## config.mk

```make
export PLATFORM = sky130hd
export DESIGN_NAME = frc_far_ret_check
export DESIGN_NICKNAME = d
export VERILOG_FILES = /design/src/rtl/frc_pkg.sv /design/src/rtl/frc_stack_fit.sv /design/src/rtl/frc_code_desc_check.sv /design/src/rtl/frc_stack_desc_check.sv /design/src/rtl/frc_far_ret_check.sv
export SDC_FILE = /design/constraint.sdc
export NUM_CORES = 1
export LEC_CHECK = 0
export BUFFER_PORTS_ARGS = -buffer_cell sky130_fd_sc_hd__clkbuf_2
export CORE_AREA = 8 8 173 175
export CTS_CLUSTER_SIZE = 16
export DETAILED_ROUTE_END_ITERATION = 10
export DIE_AREA = 0 0 181 183
export PLACE_DENSITY = 0.67
export SLEW_MARGIN = 20
export SYNTH_ARGS = -nofsm -noshare
export SYNTH_HDL_FRONTEND = slang
export SYNTH_HIERARCHICAL = 1
export SYNTH_SLANG_ARGS = --single-unit
```

## constraint.sdc

```tcl
create_clock -name clk -period 2 [get_ports clk]
set_clock_uncertainty 0.15 [all_clocks]
set_input_delay 0.3 -clock clk [delete_from_list [all_inputs] [get_ports clk]]
set_output_delay 0.3 -clock clk [all_outputs]
set_load 0.03 [all_outputs]
```

## src/rtl/frc_pkg.sv

```systemverilog
package frc_pkg;
  typedef enum logic [1:0] {
    FLT_NONE = 2'd0,
    FLT_GP   = 2'd1,
    FLT_NP   = 2'd2,
    FLT_SS   = 2'd3
  } flt_e;

  typedef struct packed {
    logic        hit;
    flt_e        kind;
    logic [15:0] code;
  } verdict_t;

  localparam verdict_t VERDICT_PASS = '{hit: 1'b0, kind: FLT_NONE, code: 16'h0000};

  function automatic logic [15:0] sel_err(input logic [15:0] sel);
    return {sel[15:2], 2'b00};
  endfunction

  function automatic logic sel_null(input logic [15:0] sel);
    return (sel[15:2] == 14'd0);
  endfunction
endpackage

```

## src/rtl/frc_stack_fit.sv

```systemverilog
module frc_stack_fit #(
  parameter int ADDR_W = 32,
  parameter int IMM_W  = 16
) (
  input  logic [ADDR_W-1:0] ptr,
  input  logic [ADDR_W-1:0] limit,
  input  logic              op32,
  input  logic              outer,
  input  logic [IMM_W-1:0]  imm,
  output logic              fit
);
  localparam int W = ADDR_W + 1;

  logic [W-1:0] base_bytes;
  logic [W-1:0] need;
  logic [W-1:0] last;

  always_comb begin
    if (outer) base_bytes = op32 ? W'(16) : W'(8);
    else       base_bytes = op32 ? W'(8)  : W'(4);
    need = base_bytes + (outer ? W'(imm) : W'(0));
    last = {1'b0, ptr} + need - W'(1);
    fit  = (last <= {1'b0, limit});
  end
endmodule

```

## src/rtl/frc_code_desc_check.sv

```systemverilog
module frc_code_desc_check
  import frc_pkg::*;
(
  input  logic [15:0] sel,
  input  logic [1:0]  tgt_lvl,
  input  logic        in_tbl,
  input  logic        is_code,
  input  logic        conf,
  input  logic [1:0]  dpl,
  input  logic        present,
  output verdict_t    verdict
);
  logic priv_ok;

  always_comb begin
    priv_ok = conf ? (dpl <= tgt_lvl) : (dpl == tgt_lvl);
    verdict = VERDICT_PASS;
    if (sel_null(sel)) begin
      verdict = '{hit: 1'b1, kind: FLT_GP, code: 16'h0000};
    end else if (!in_tbl || !is_code || !priv_ok) begin
      verdict = '{hit: 1'b1, kind: FLT_GP, code: sel_err(sel)};
    end else if (!present) begin
      verdict = '{hit: 1'b1, kind: FLT_NP, code: sel_err(sel)};
    end
  end
endmodule

```

## src/rtl/frc_stack_desc_check.sv

```systemverilog
module frc_stack_desc_check
  import frc_pkg::*;
(
  input  logic [15:0] sel,
  input  logic [1:0]  code_rpl,
  input  logic        in_tbl,
  input  logic        wr_data,
  input  logic [1:0]  dpl,
  input  logic        present,
  output verdict_t    verdict
);
  always_comb begin
    verdict = VERDICT_PASS;
    if (sel_null(sel)) begin
      verdict = '{hit: 1'b1, kind: FLT_GP, code: 16'h0000};
    end else if (!in_tbl || (sel[1:0] != code_rpl) || !wr_data || (dpl != code_rpl)) begin
      verdict = '{hit: 1'b1, kind: FLT_GP, code: sel_err(sel)};
    end else if (!present) begin
      verdict = '{hit: 1'b1, kind: FLT_NP, code: sel_err(sel)};
    end
  end
endmodule

```

## src/rtl/frc_far_ret_check.sv

```systemverilog
module frc_far_ret_check
  import frc_pkg::*;
#(
  parameter int ADDR_W = 32,
  parameter int IMM_W  = 16
) (
  input  logic              clk,
  input  logic              rst_n,
  input  logic              req_valid,
  input  logic              op32,
  input  logic [1:0]        cpl,
  input  logic [IMM_W-1:0]  imm,
  input  logic [ADDR_W-1:0] stk_ptr,
  input  logic [ADDR_W-1:0] stk_lim,
  input  logic [15:0]       cs_sel,
  input  logic              cs_in_tbl,
  input  logic              cs_is_code,
  input  logic              cs_conf,
  input  logic [1:0]        cs_dpl,
  input  logic              cs_present,
  input  logic [ADDR_W-1:0] cs_lim,
  input  logic [ADDR_W-1:0] ret_ofs,
  input  logic [15:0]       ss_sel,
  input  logic              ss_in_tbl,
  input  logic              ss_wr_data,
  input  logic [1:0]        ss_dpl,
  input  logic              ss_present,
  output logic              res_valid,
  output logic [1:0]        res_fault,
  output logic [15:0]       res_code,
  output logic              res_outer
);
  logic [1:0] rpl;
  logic       outer_path;
  logic [1:0] tgt_lvl;
  logic       pre_fit;
  logic       out_fit;
  verdict_t   code_v;
  verdict_t   stk_v;

  assign rpl        = cs_sel[1:0];
  assign outer_path = (rpl > cpl);
  assign tgt_lvl    = outer_path ? rpl : cpl;

  frc_stack_fit #(.ADDR_W(ADDR_W), .IMM_W(IMM_W)) u_pre_fit (
    .ptr(stk_ptr), .limit(stk_lim), .op32(op32), .outer(1'b0), .imm(imm), .fit(pre_fit)
  );

  frc_stack_fit #(.ADDR_W(ADDR_W), .IMM_W(IMM_W)) u_out_fit (
    .ptr(stk_ptr), .limit(stk_lim), .op32(op32), .outer(1'b1), .imm(imm), .fit(out_fit)
  );

  frc_code_desc_check u_code_chk (
    .sel(cs_sel), .tgt_lvl(tgt_lvl), .in_tbl(cs_in_tbl), .is_code(cs_is_code),
    .conf(cs_conf), .dpl(cs_dpl), .present(cs_present), .verdict(code_v)
  );

  frc_stack_desc_check u_stk_chk (
    .sel(ss_sel), .code_rpl(rpl), .in_tbl(ss_in_tbl), .wr_data(ss_wr_data),
    .dpl(ss_dpl), .present(ss_present), .verdict(stk_v)
  );

  // Priority selection of the first failing check
  flt_e        nxt_fault;
  logic [15:0] nxt_code;
  logic        nxt_outer;

  always_comb begin
    nxt_fault = FLT_NONE;
    nxt_code  = 16'h0000;
    nxt_outer = 1'b0;
    if (!pre_fit) begin
      nxt_fault = FLT_SS;
    end else if (rpl < cpl) begin
      nxt_fault = FLT_GP;
      nxt_code  = sel_err(cs_sel);
    end else if (outer_path && !out_fit) begin
      nxt_fault = FLT_SS;
    end else if (code_v.hit) begin
      nxt_fault = code_v.kind;
      nxt_code  = code_v.code;
    end else if (outer_path && stk_v.hit) begin
      nxt_fault = stk_v.kind;
      nxt_code  = stk_v.code;
    end else if (ret_ofs > cs_lim) begin
      nxt_fault = FLT_GP;
    end else begin
      nxt_outer = outer_path;
    end
  end

  // Result registers
  always_ff @(posedge clk or negedge rst_n) begin
    if (!rst_n) begin
      res_valid <= 1'b0;
    end else begin
      res_valid <= req_valid;
    end
  end

  always_ff @(posedge clk or negedge rst_n) begin
    if (!rst_n) begin
      res_fault <= 2'd0;
      res_code  <= 16'h0000;
      res_outer <= 1'b0;
    end else if (req_valid) begin
      res_fault <= nxt_fault;
      res_code  <= nxt_code;
      res_outer <= nxt_outer;
    end
  end

  AST_VALID_LATENCY: assert property (@(posedge clk) disable iff (!rst_n)
    req_valid |=> res_valid);
  AST_IDLE_QUIET: assert property (@(posedge clk) disable iff (!rst_n)
    !req_valid |=> !res_valid);
  AST_PRE_STACK_FIRST: assert property (@(posedge clk) disable iff (!rst_n)
    (req_valid && !pre_fit) |=> (res_fault == 2'd3 && res_code == 16'h0000));
  AST_RPL_LOW_GP: assert property (@(posedge clk) disable iff (!rst_n)
    (req_valid && pre_fit && (cs_sel[1:0] < cpl)) |=>
      (res_fault == 2'd1 && res_code == {$past(cs_sel[15:2]), 2'b00}));
  AST_OUTER_ONLY_OK: assert property (@(posedge clk) disable iff (!rst_n)
    (res_valid && res_outer) |-> (res_fault == 2'd0));
  AST_SS_CODE_ZERO: assert property (@(posedge clk) disable iff (!rst_n)
    (res_valid && res_fault == 2'd3) |-> (res_code == 16'h0000));
  AST_PASS_CODE_ZERO: assert property (@(posedge clk) disable iff (!rst_n)
    (res_valid && res_fault == 2'd0) |-> (res_code == 16'h0000));
endmodule

```

## Word level (Yosys, flattened, before mapping)

Index checks and enable logic that the tools add are counted.

- Register bits: 20
- Input bits: 193
- Output and inout bits: 20
- Word-level logic and storage cells: 60

- Add/subtract/negate cells: 5
- Order comparisons: 6
- Equality and inequality tests: 3
- Multiplexer cells: 27
- Reductions and logical operators: 15

Operators by type and width:

| cell | number |
|---|---|
| two-way mux 19 bit | 6 |
| two-way mux 16 bit | 5 |
| adder 32 x 33 -> 33 bit | 2 |
| <= comparator 33 x 32 -> 1 bit | 2 |
| subtractor 33 x 1 -> 33 bit (second input constant) | 2 |
| adder 33 x 16 -> 33 bit | 1 |
| > comparator 32 bit | 1 |
| logical NOT 14 bit | 2 |
| two-way mux 2 bit | 6 |
| two-way mux 1 bit | 8 |
| logical NOT 1 bit | 6 |
| logical OR 1 bit | 5 |
| two-way mux 5 bit | 1 |
| two-way mux 4 bit | 1 |
| != test 2 bit | 2 |
| == test 2 bit | 1 |
| > comparator 2 bit | 1 |
| <= comparator 2 bit | 1 |
| logical AND 1 bit | 2 |
| less-than comparator 2 bit | 1 |

## Logic depth before layout (Yosys ltp)

Gate-level depths: netlist (run 1).

- Word-level depth: 12
- Depth in mapped cells: 32
- Depth with buffers taken out: 30

## Cells and area by module

The synthesis (run 1) kept the hierarchy.

Modules (own cells, without submodules):

| module | times used | cells each | area an instance (um^2) | seq. area each (um^2) |
|---|---|---|---|---|
| frc_stack_fit (u_pre_fit) | 1 | 465 | 3374.5 | 0.0 |
| frc_stack_fit (u_out_fit) | 1 | 467 | 3368.2 | 0.0 |
| frc_far_ret_check | 1 | 255 | 2050.7 | 500.5 |
| frc_code_desc_check | 1 | 37 | 287.8 | 0.0 |
| frc_stack_desc_check | 1 | 34 | 240.2 | 0.0 |

## Worst setup path after synthesis (run 1)

Ideal clock, no wire load.

- Path kind: input -> register
- From: input stk_ptr[2]
- To: register res_fault[0]
- Library setup time: 0.120 ns
- Arrival time: 5.856 ns
- Required time: 1.730 ns
- Path slack: -4.126 ns
- Cell stages on the path: 28
- Path buffers: 0
- Path through: inv_1 > ha_1 > fa_1 > inv_1 > ha_1 > inv_1 > fa_1 > nor2b_4 > o31a_1 > o21a_2 > or3_1 > a21oi_2 > o211a_1 > o21ba_1 > xnor2_1 > ha_1 > a21o_1 > a21o_1 > a221oi_1 > o211ai_1 > a211o_1 > a2111o_1 > o211ai_1 > nand2_1 > nor3_2 > and3b_1 > nor4_1 > a31o_1

- Elaborated cells between the ends (all ways): 11
- Classes of those cells: add/sub (4); order compare (2); mux (3); reduce/logical (2)

RTL lines:

| element | line | RTL |
|---|---|---|
| start: declaration | frc_far_ret_check.sv:13 | `input logic [ADDR_W-1:0] stk_ptr,` |
| adder 32 x 33 -> 33 bit | frc_stack_fit.sv:22 | `last = {1'b0, ptr} + need - W'(1);` |
| subtractor 33 x 1 -> 33 bit | frc_stack_fit.sv:22 |  |
| <= comparator 33 x 32 -> 1 bit | frc_stack_fit.sv:23 | `fit = (last <= {1'b0, limit});` |
| net pre_fit | frc_far_ret_check.sv:36 | `logic pre_fit;` |
| two-way mux 2 bit | frc_far_ret_check.sv:72 | `if (!pre_fit) begin` |
| end signal: assignment | frc_far_ret_check.sv:107 | `res_fault <= nxt_fault;` |
| end: declaration | frc_far_ret_check.sv:29 | `output logic [1:0] res_fault,` |

The timed path passes the listed nets, and every way through them passes these cells.
A chain may end at the register's enable or synchronous reset.

## Final worst setup path (run 1)

- From: input op32
- To: register res_fault[0]

- Elaborated cells between the ends (all ways): 14
- Classes of those cells: add/sub (5); order compare (2); mux (5); reduce/logical (2)

RTL lines:

| element | line | RTL |
|---|---|---|
| start: declaration | frc_far_ret_check.sv:10 | `input logic op32,` |
| two-way mux 4 bit | frc_stack_fit.sv:20 | `else base_bytes = op32 ? W'(8) : W'(4);` |
| adder 32 x 33 -> 33 bit | frc_stack_fit.sv:22 |  |
| subtractor 33 x 1 -> 33 bit | frc_stack_fit.sv:22 |  |
| <= comparator 33 x 32 -> 1 bit | frc_stack_fit.sv:23 |  |
| net pre_fit | frc_far_ret_check.sv:36 |  |
| two-way mux 2 bit | frc_far_ret_check.sv:72 |  |

The timed path passes the listed nets, and every way through them passes these cells.

==> out/qor.txt, run 1 <==
outcome: complete, but fails checks
failing checks: setup timing
total length of routed wires: 30.2 mm
Critical R2R Capture: res_fault[0]
synth-to-layout area growth: 40.3%
worst IR drop on VDD: 0.000257 V
Root Buffer: clkbuf_16
minimum clock period: 5970 ps
1st-pass router iterations: 5
DRC Markers: 0
Core ar.: 27300 sq um
Hold Path Stages: 1
syn avg cell area: 7.41 sq um
Hold WS: 130 ps
total grt overflow: 0
Post-Place Cells: 2039
clock tree buffer depth: 2
FF+latch area: 500 sq um
final hold violations: 0
sequential element share of the synthesized area: 0.0537
number of synthesis warnings: 6
number of global-route vias before repair: 10.8k
final instance area: 13100 sq um
vias per std cell: 5.00
dpl hpwl: 26.5 mm
worst-margin pin slew: 542 ps
count of state elements after synthesis: 20
f_max: 0.167 GHz
nets: 2164
synthesized netlist cell count: 1258
CP Buf/Inv Count: 6
global-route wire length before repair: 49.5 mm
Fill cells: 2691
Starting Density: 0.341
delay-heaviest family, CP: compound AO/OA/AOI/OAI gates
htree depth: 1
Avg WL per Cell: 14.7 microns
final period utilization: 2.99
hold endpoint: res_valid
share of cells above drive strength 1: 0.330
Worst R2R Start: res_fault[0]
Crit path arrival time: 5970 ps
CTS buffer count: 3
R2R cell count: 3
Top cell by count, worst path: inv_2
I/O Buffers: 212
post-synthesis async set-or-reset flop share: 1.00
wire length on met1: 12.9 mm
clock latency on the worst-skew pair: 260 ps
WS Path Type: in2reg
unrepaired setup endpoints after global routing: yes
Ports: 213
Cell variety after synth: 94
Worst Path Required: 2000 ps
met2 wire length: 14.9 mm
largest net degree at the start of global routing: 28
Die Span X: 181 microns
top routing layer used: met5
setup TNS: -66310 ps
Post-synth top flop: dfrtp_1
Hold WC Path Type: in2reg
met3 wire len: 1.63 mm
Slew Viols, Final: 0
CP Capture Type: flip-flop
Worst path max stage delay: 530 ps
dpl cell area: 12700 sq um
CTS Sinks: 20
Die ar.: 33100 sq um
initial antenna violation count: 4
slowest CP cell: fa_1
relative slew slack: 0.639
Starting DRT DRC Count: 417
Lkg Pwr: 7.63 nW
Routed Antenna Nets: 0
total number of vias: 10.3k
# diodes: 0
Pwr Density: 548 nW/um^2
fin cells: 2055
Finish-stage setup viols: 17
total power draw: 0.00717 W
gpl congestion: 0.916
Post-synth EDFFs: 0
Multi-input gate area: 7940 sq um
Rows: 61
Clock transition at path regs: 60 ps
setup slack, reg-to-reg: 890 ps
synthesized area: 9320 sq um
all-layer global routing usage: 0.176
max-cap viol count: 0
Setup WS post-layout: -3970 ps
die height: 183 microns
Critical Path Fanout Max: 3
type of origin of the critical path: input port
Hold Path Origin: req_valid
CTS tree: yes
sequential cells by signal, summed over array words and instances, names as in the netlist:
| name | cells |
|---|---|
| res_fault | 2 |
| res_valid | 1 |
| res_outer | 1 |
| res_code | 16 |
stage by stage:
stage	setup WS, ps	util
after global routing	-4210	0.479
after CTS	-3920	0.476
after detailed placement	-4480	0.463
after global placement	-4310	0.463
after floorplan	-3950	-
final	-3970	0.479
layer usage:
| layer | vias to the layer above | GRT usage |
|---|---|---|
| li1 | 5276 | - |
| met1 | 4669 | 0.201 |
| met2 | 272 | 0.332 |
| met3 | 59 | 0.0330 |
| met4 | 8 | 0.0466 |
| met5 | - | 0 |
cells in the final DEF (no fill, tap or decap), types with 13 or more instances in the layout:
master,instances
a21o_1,42
nor2b_1,22
nand2_1,106
a221o_1,14
o21ai_0,40
a21oi_1,76
dfrtp_1,20
and2_4,13
clkbuf_2,211
nor2_1,52
inv_1,255
ha_1,248
nand4_1,23
buf_4,245
xnor2_1,35
nand3_1,35
o21a_1,13
Yosys cell counts, drive strengths merged (3+ instances only):
library cell	instances	area share
xnor2	35	0.033
nand2b	8	0.0054
or4	3	0.0028
a221o	14	0.015
o21ai	54	0.029
o31a	3	0.0028
conb	4	0.0016
dfrtp	20	0.054
fa	8	0.017
o21bai	7	0.0060
a211oi	10	0.0081
o311ai	3	0.0028
a211o	4	0.0038
and3	10	0.0074
ha	253	0.34
a21boi	15	0.015
a2111oi	4	0.0044
and4	3	0.0028
inv	260	0.10
nand3	36	0.019
a221oi	5	0.0079
o31ai	5	0.0040
nor2b	23	0.016
clkbuf	14	0.0056
nor3	13	0.0081
buf	12	0.0099
nand3b	4	0.0032
o21ba	3	0.0039
o21a	14	0.011
a21o	43	0.035
nor2	53	0.022
nand4	25	0.018
or3	6	0.0056
a311oi	3	0.0048
xor2	10	0.0094
a21oi	83	0.046
nand2	107	0.043
and2	18	0.012
nor4	10	0.0087
o211ai	11	0.0089
a31oi	8	0.0054
cell families after synthesis:
group	synth area share
other	0.00161
multiplexers	0.00228
flip-flops	0.0537
XOR/XNOR	0.0423
AO/OA/AOI/OAI	0.240
adder cells (fa/ha/maj)	0.357
buffers and inverters	0.120
AND/OR/NAND/NOR	0.183
repair_timing:
item                                    in CTS  in global routing
gates resized for setup                     31                 20
hold buffers                                 1                  0
endpoints found under the hold margin       20                  0
endpoints found under the setup margin      17                 17
gates cloned                                 1                  0
setup buffers                               10                  2
pin swaps                                   34                 27
report_power, final:
part           total, W  switching [W]  internal [W]
clock          0.000568       0.000170      0.000398
sequential     0.000548      0.0000609      0.000487
combinational   0.00605        0.00303       0.00302
final cells by class:
class	instances	area share
clock buffers	3	0.00574
clock inverters	1	0.00230
inverters	260	0.0759
multi-input cells	956	0.607
flip-flops and latches	20	0.0383
well taps	346	0.0331
repair buffers	469	0.237
how the worst max path moves through the flow:
stage               startpoint            to  slack [ps]  cells after the start
finish                    op32  res_fault[0]       -3970                     29
global route              op32  res_fault[0]       -4210                     29
CTS                       op32  res_fault[0]       -3920                     29
detailed placement        op32  res_fault[0]       -4480                     31
global placement          op32  res_fault[0]       -4310                     29
floorplan                 op32  res_fault[0]       -3950                     29
No activity file was read; power rests on OpenSTA's default activity.
==> run 2: changes to the inputs <==
--- a/config.mk
+++ b/config.mk
@@ -10,7 +10,7 @@
 export CTS_CLUSTER_SIZE = 16
 export DETAILED_ROUTE_END_ITERATION = 10
 export DIE_AREA = 0 0 181 183
-export PLACE_DENSITY = 0.67
+export PLACE_DENSITY = 0.65
 export SLEW_MARGIN = 20
 export SYNTH_ARGS = -nofsm -noshare
 export SYNTH_HDL_FRONTEND = slang
==> run 2 against run 1 <==
The flow still finishes with violations (setup timing). Sequential share of layout area barely moved. Non-clock buffer count rose by 2. Via count rose by 0.19%. Combinational power barely moved. Critical path depth did not move. First-iteration DRC count rose by 5.3%. Clock power fell by 19%. Routed wire length fell by 1.1%. Critical path type unchanged. Sequential power barely moved. Power fell by 1.1%.
==> out/qor.txt, run 2 (synthesized netlist as in run 1, its figures left out) <==
failing checks: setup timing
Die ar.: 33100 sq um
Slew Viols, Final: 0
Root Buffer: clkbuf_16
DRC Markers: 0
dpl hpwl: 26.5 mm
minimum clock period: 5880 ps
Die Span X: 181 microns
fin cells: 2057
synth-to-layout area growth: 40.4%
outcome: complete, but fails checks
Clock transition at path regs: 60 ps
largest net degree at the start of global routing: 21
Avg WL per Cell: 14.5 microns
all-layer global routing usage: 0.175
number of global-route vias before repair: 10.8k
nets: 2166
share of cells above drive strength 1: 0.328
vias per std cell: 5.01
htree depth: 1
Hold WS: 164 ps
Hold WC Path Type: in2reg
biggest regs: res_code (16), res_fault (2)
Lkg Pwr: 7.59 nW
relative slew slack: 0.648
global-route wire length before repair: 49.2 mm
worst IR drop on VDD: 0.000275 V
total number of vias: 10.3k
Largest Register: res_code
Worst Path Required: 1990 ps
CTS tree: yes
max reg flops: 16
# diodes: 0
Post-Place Cells: 2039
unrepaired setup endpoints after global routing: yes
Critical Path Fanout Max: 3
WS Path Type: in2reg
CTS Sinks: 20
CP Capture Type: flip-flop
Fill cells: 2687
max-cap viol count: 0
total grt overflow: 0
Top cell by count, worst path: inv_2
worst-margin pin slew: 521 ps
I/O Buffers: 212
setup TNS: -64740 ps
Core ar.: 27300 sq um
1st-pass router iterations: 6
slowest CP cell: fa_1
Setup WS post-layout: -3880 ps
most frequent cells in the layout: inv_1, buf_4, ha_1
Pwr Density: 542 nW/um^2
final hold violations: 0
Starting DRT DRC Count: 439
f_max: 0.170 GHz
Routed Antenna Nets: 0
CTS buffer count: 3
clock tree buffer depth: 2
clock latency on the worst-skew pair: 250 ps
final core occ: 0.479
die height: 183 microns
initial antenna violation count: 3
final period utilization: 2.94
worst slack, placed: -4430 ps
gpl congestion: 0.904
Worst path max stage delay: 520 ps
type of origin of the critical path: input port
Finish-stage setup viols: 17
Ports: 213
Starting Density: 0.341
Rows: 61
total length of routed wires: 29.9 mm
Crit path arrival time: 5870 ps
[run 2: cell count changes in the layout (fill, tap and decap cells not counted), sizes merged]
cell and change:
bufinv -1, buf +3
[run 2: layer usage]
layer	global-route usage	up-vias	routed length, microns
met5	0	-	35
met4	0.0564	6	952
met3	0.0313	56	1770
met2	0.324	286	14500
met1	0.201	4676	12600
li1	-	5280	-
[run 2: critical path, delay by kind of cell]
family | cells | cell delay [ps]
xor+xnor | 1 | 160
compound gates | 10 | 2150
simple gates | 6 | 1330
fa+ha+maj | 5 | 1310
buf+inv | 7 | 590
[run 2: what timing repair did]
item	in CTS	in global routing
hold buffers	1	0
setup buffers	9	6
endpoints found under the hold margin	20	0
setup endpoints to repair	17	17
pin swaps	42	13
resized for setup	40	10
[run 2: worst paths after layout]
check | from | to | slack [ps] | cells after the start
max | op32 | res_fault[0] | -3880 | 29
min | req_valid | res_valid | 160 | 1
min in group asynchronous | rst_n | res_code[6] | 410 | 2
max in group asynchronous | rst_n | res_valid | 930 | 2
min reg2reg | res_code[9] | res_code[9] | 370 | 1
max reg2reg | res_code[14] | res_code[14] | 970 | 1
[run 2: final cells by class]
| class | instances | area [sq um] | area share |
|---|---|---|---|
| inverter | 260 | 993 | 0.0759 |
| sequential | 20 | 500 | 0.0383 |
| tap | 346 | 433 | 0.0331 |
| clock buffer | 4 | 88.8 | 0.00679 |
| timing repair buffer | 471 | 3080 | 0.235 |
| multi-input combinational | 956 | 7990 | 0.611 |
[run 2: metrics by stage]
step	cell area (sq um)	power [W]
2_1_floorplan	9420	0.00408
3_3_place_gp	12600	0.00612
3_5_place_dp	12600	0.00626
4_1_cts	13000	0.00699
5_1_grt	13100	0.00780
6_report	13100	0.00709
[run 2: report_power, final]
group	total (W)	switching [W]	internal, W
registers	0.000547	0.0000607	0.000487
logic	0.00608	0.00306	0.00303
clock network	0.000459	0.000154	0.000305
